===== src/rtl/dual_lane_shifter.sv =====
`timescale 1ns/1ps
module dual_lane_shifter #(
  parameter int LANE_W = 16,
  parameter int LANES  = 2,
  parameter int CTRL_W = 16
) (
  input  logic                    clk,
  input  logic                    rst,
  input  logic                    in_valid,
  input  logic [LANES*LANE_W-1:0] operand,
  input  logic [CTRL_W-1:0]       shamt,
  input  logic                    logical,
  input  logic                    sat_en,
  output logic                    out_valid,
  output logic [LANES*LANE_W-1:0] result,
  output logic                    flag_zero,
  output logic                    flag_neg,
  output logic                    flag_carry,
  output logic                    flag_ovf0,
  output logic                    flag_ovf1
);
  localparam int SW = $clog2(LANE_W) + 1;
  localparam int DW = LANES * LANE_W;

  function automatic logic [LANE_W-1:0] lane_shift(
    input logic [LANE_W-1:0] x,
    input logic [SW-1:0]     s,
    input logic              lg,
    input logic              sat
  );
    logic [SW-1:0]            mag;
    logic [LANE_W-1:0]        left;
    logic signed [LANE_W-1:0] back;
    logic [2*LANE_W-1:0]      ext;
    logic [2*LANE_W-1:0]      shr;
    if (!s[SW-1]) begin
      left = x << s;
      back = $signed(left) >>> s;
      if (!lg && sat && (back != $signed(x)))
        lane_shift = x[LANE_W-1] ? {1'b1, {(LANE_W-1){1'b0}}}
                                 : {1'b0, {(LANE_W-1){1'b1}}};
      else
        lane_shift = left;
    end else begin
      mag = -s;
      ext = lg ? {{LANE_W{1'b0}}, x} : {{LANE_W{x[LANE_W-1]}}, x};
      shr = ext >> mag;
      lane_shift = shr[LANE_W-1:0];
    end
  endfunction

  logic [DW-1:0]    nxt;
  logic [LANES-1:0] lane_zero, lane_neg;

  for (genvar g = 0; g < LANES; g++) begin : g_lane
    assign nxt[g*LANE_W +: LANE_W] =
      lane_shift(operand[g*LANE_W +: LANE_W], shamt[SW-1:0], logical, sat_en);
    assign lane_zero[g] = (nxt[g*LANE_W +: LANE_W] == '0);
    assign lane_neg[g]  = nxt[g*LANE_W + LANE_W - 1];
  end

  always_ff @(posedge clk) begin
    if (rst) begin
      out_valid  <= 1'b0;
      result     <= '0;
      flag_zero  <= 1'b0;
      flag_neg   <= 1'b0;
      flag_carry <= 1'b0;
      flag_ovf0  <= 1'b0;
      flag_ovf1  <= 1'b0;
    end else begin
      out_valid <= in_valid;
      if (in_valid) begin
        result     <= nxt;
        flag_zero  <= |lane_zero;
        flag_neg   <= |lane_neg;
        flag_carry <= 1'b0;
        flag_ovf0  <= 1'b0;
        flag_ovf1  <= 1'b0;
      end
    end
  end

  AST_RESET_CLEARS: assert property (@(posedge clk) rst |=> !out_valid && result == '0 && !flag_zero && !flag_neg);
  AST_HOLD_IDLE: assert property (@(posedge clk) disable iff (rst) !in_valid |=> $stable(result) && $stable(flag_zero) && $stable(flag_neg));
  AST_VALID_NEXT: assert property (@(posedge clk) disable iff (rst) in_valid |=> out_valid);
  AST_SAT_KEEPS_SIGN: assert property (@(posedge clk) disable iff (rst)
    in_valid && !logical && sat_en && !shamt[SW-1] |=>
      result[LANE_W-1] == $past(operand[LANE_W-1]) && result[DW-1] == $past(operand[DW-1]));
  AST_ARITH_RIGHT_SIGN: assert property (@(posedge clk) disable iff (rst)
    in_valid && !logical && shamt[SW-1] |=>
      result[LANE_W-1] == $past(operand[LANE_W-1]) && result[DW-1] == $past(operand[DW-1]));
  AST_LOGIC_RIGHT_TOP: assert property (@(posedge clk) disable iff (rst)
    in_valid && logical && shamt[SW-1] |=> !result[LANE_W-1] && !result[DW-1]);
  AST_ZERO_FLAG: assert property (@(posedge clk) disable iff (rst)
    out_valid |-> flag_zero == (result[LANE_W-1:0] == '0 || result[DW-1:LANE_W] == '0));
  AST_NEG_FLAG: assert property (@(posedge clk) disable iff (rst)
    out_valid |-> flag_neg == (result[LANE_W-1] || result[DW-1]));
endmodule


===== config.mk =====
export PLATFORM = sky130hd
export DESIGN_NAME = dual_lane_shifter
export DESIGN_NICKNAME = d
export VERILOG_FILES = /design/src/rtl/dual_lane_shifter.sv
export SDC_FILE = /design/constraint.sdc
export NUM_CORES = 1
export LEC_CHECK = 0
export BUFFER_PORTS_ARGS = -buffer_cell sky130_fd_sc_hd__buf_4
export CAP_MARGIN = 10
export CORE_UTILIZATION = 35
export CTS_CLUSTER_DIAMETER = 30
export DETAILED_ROUTE_END_ITERATION = 10
export RECOVER_POWER = 25
export REMOVE_ABC_BUFFERS = 1
export SLEW_MARGIN = 40
export SYNTH_ARGS = -nofsm -noshare
export SYNTH_HDL_FRONTEND = slang
export SYNTH_SLANG_ARGS = --single-unit

===== constraint.sdc =====
create_clock -name clk -period 7.8 [get_ports clk]
set_input_delay 1.56 -clock clk [delete_from_list [all_inputs] [get_ports clk]]
set_output_delay 1.56 -clock clk [all_outputs]
set_load 0.05 [all_outputs]

==> impl_metrics.json <==
{
  "status": "complete, no violations",
  "cp.arrival_ps": 6650,
  "area_growth_pct": 10.28,
  "leakagePower_nw": 3.021,
  "synth_top_flop_cell": "dfxtp_1",
  "synth-edff-count": 0,
  "drv_slew": 0,
  "path_delay_family": "compound AO/OA/AOI/OAI gates",
  "nNetsFinal": 1130,
  "cap_violations": 0,
  "grt_max_degree": 60,
  "r2r_slack_ps": 7070,
  "vdd_drop_max_uv": 65.88,
  "required_ps": 8000,
  "wirelength_um": 34510,
  "p_int_w": 0.0005450,
  "root_buffer": "clkbuf_16",
  "async_flop_share_pct": 0,
  "post-route-drc-count": 0,
  "initial_utilization_pct": 35.59,
  "clk_latency_ps": 280,
  "post-dp-hpwl_um": 25300,
  "hold_path_startpoint": "result[5]",
  "netSwitchingFraction_pct": 47.89,
  "grt.overflow.total": 0,
  "path_max_fanout": 44,
  "ys_types": 87,
  "fmax_mhz": 155.2,
  "min-delay-path-class": "reg2reg",
  "p_comb_share_pct": 61.4,
  "grt_pass1_wl_um": 52180,
  "seq_power_share_pct": 19.2,
  "grt_antenna_before_repair": 0,
  "relSlewSlack_pct": 39.81,
  "yosysMostFrequentCell": "nor2_1",
  "avgSynthCellArea_um2": 6.941,
  "n_antenna_cell": 0,
  "dieArea_mm2": 0.02197,
  "drt_iter0_drc": 1123,
  "cts.sinks": 35,
  "clockBufferDepth": 2,
  "cp_common_cell": "buf_4",
  "gp_congestion": 0.9904,
  "routed_via_density": 6.865,
  "slowest_delay_ps": 730,
  "ios": 91,
  "path_class": "in2reg",
  "power_switching_w": 0.0005008,
  "synth_warnings": 0,
  "regToRegEndpoint": "result[6]",
  "p_per_area_mw_per_mm2": 126.7,
  "synth_top_area_share_pct": 9.365,
  "chipWidth_um": 148.2,
  "tightest_slew_ps": 900.1,
  "clockPowerShare_pct": 19.4,
  "fin_skew_ps": 0,
  "yosys-top-cells-count": "113 x nor2_1, 111 x nand2_1, 80 x a21oi_1, 75 x clkbuf_1, 63 x o21ai_0",
  "whs_path_depth": 2,
  "num_rows": 53,
  "via_count": 9282,
  "ys_ff_latch": 35,
  "drt_first_pass_iters": 6,
  "crit_slowest_cell": "a222oi_1",
  "postSynthCellCount": 1078,
  "layout_min_cycle_time_ps": 6444,
  "cp_cell_sequence": "buf_4 -> buf_4 -> mux2i_1 -> a222oi_1 -> a221oi_1 -> a31oi_1 -> o221a_2 -> and3_1 -> o221ai_1 -> and3_1 -> a21oi_2 -> buf_4 -> o32ai_1 -> nor4_1 -> nand4_1 -> o211ai_1",
  "detailedPlace.worstSlack_ps": 1264,
  "finalWorstSetupSlack_ps": 1356,
  "cts.hold.buffers_added": 0,
  "drive_above_1_share_pct": 16.62,
  "die_h_um": 148.2,
  "grt_usage_pct": 30.71,
  "synth_area_mm2": 0.007482,
  "cp.depth": 16,
  "nFillCells": 2277,
  "yosys-top-cells-area": "dfxtp_1 9.4%, mux2i_1 6.7%, mux4_2 6.3%",
  "ff2ff_path_depth": 2,
  "path_buf_inv": 3,
  "cts.reportedPaths.clkPinSlew_ps": 50,
  "hold_viol": 0,
  "grt_pass1_vias": 8571,
  "cts_resized": 0,
  "cts_max_level": 2,
  "reg2reg_from": "result[6]",
  "drtAntennaViolNets": 0,
  "core_area_mm2": 0.02102,
  "io_buffers": 76,
  "rsz0062_at_grt": "false",
  "wire_per_inst_um": 25.52,
  "finalSetupViolations": 0,
  "cts_buffers": 5,
  "post-route-period-util_pct": 82.61,
  "setup.worst_path.start_class": "input port",
  "hold_end": "result[5]",
  "tns_ps": 0,
  "yosysSeqAreaShare_pct": 9.365,
  "crit_path_end_kind": "register",
  "synth.largest_area_cell": "dfxtp_1",
  "tritoncts": "done",
  "post_cts_buffers": 0
}
-- power by group through the flow --
stage	sequential, W	clock, W	combinational, W
2_1_floorplan	0.000252	0	0.000339
6_report	0.000201	0.000203	0.000642
3_3_place_gp	0.000204	0	0.000627
3_5_place_dp	0.000204	0	0.000626
4_1_cts	0.000201	0.000207	0.000628
5_1_grt	0.000202	0.000214	0.000680
-- cell usage in the layout (no fill, tap or decap), types with 12 or more instances in the layout --
cell type	instances
nand2_1	111
nor2_1	111
buf_4	87
a21oi_1	80
o21ai_0	63
mux2i_1	50
nand3_1	37
dfxtp_1	35
o211ai_1	30
nor3_1	29
mux2_2	28
a211oi_1	24
a22oi_1	23
mux4_2	21
a31oi_1	18
clkbuf_1	18
inv_1	16
nand4_1	16
nand2b_1	15
a311oi_1	15
o22ai_1	13
nor2b_1	13
a21o_1	12
-- cell families after synthesis --
group	synth area share [%]
AOI/OAI and AO/OA	37.17
xor gates and xnor gates	0.9365
adders and majority gates	0.1672
buffers and inverters	8.010
DFF	9.365
muxes	18.28
other	0.05012
and+or+nand+nor	26.02
-- worst min-delay path, cell delays in order, from the launching register on --
cell     delay [ps]
dfxtp_1         310
nand2_1          60
a21oi_1          50
-- metal layers --
layer | vias up | GRT usage [%] | wire length (um)
met5 | - | 0 | 0
met4 | 0 | 15.05 | 1728
li1 | 4162 | - | -
met2 | 644 | 46.67 | 14770
met3 | 136 | 6.748 | 3939
met1 | 4340 | 40.86 | 14070
-- worst max path at each step --
stage             start        end  slack, ps
2_1_floorplan  shamt[0]  flag_zero       2160
3_3_place_gp   shamt[0]  flag_zero       1240
3_5_place_dp   shamt[0]  flag_zero       1260
6_report       shamt[0]  flag_zero       1360
4_1_cts        shamt[0]  flag_zero       1520
5_1_grt        shamt[0]  flag_zero       1110
-- per-stage QoR --
stage          instances  power (W)  util [%]  hold WS, ps  cell area [um^2]
2_1_floorplan        964  0.0005909         -        689.4              6958
3_3_place_gp        1343  0.0008315     38.62        457.6              8119
3_5_place_dp        1344  0.0008304     38.80        462.3              8157
4_1_cts             1352   0.001036     39.55        470.3              8313
5_1_grt             1352   0.001095     39.25        487.0              8252
6_report            1352   0.001046     39.25        465.4              8252
-- state kept, by name (all words and copies together), names as in the netlist --
register and cells:
out_valid 1, flag_neg 1, flag_zero 1, result 32
-- layout make-up --
class	instances	area, um^2	share of cell area, %
multi-input combinational	911	6238	75.60
timing repair buffer	105	744.5	9.022
inverter	18	67.56	0.8188
sequential	35	700.7	8.491
tap	275	344.1	4.170
clock buffer	8	156.4	1.895
Power figures use the tool's default switching activity.
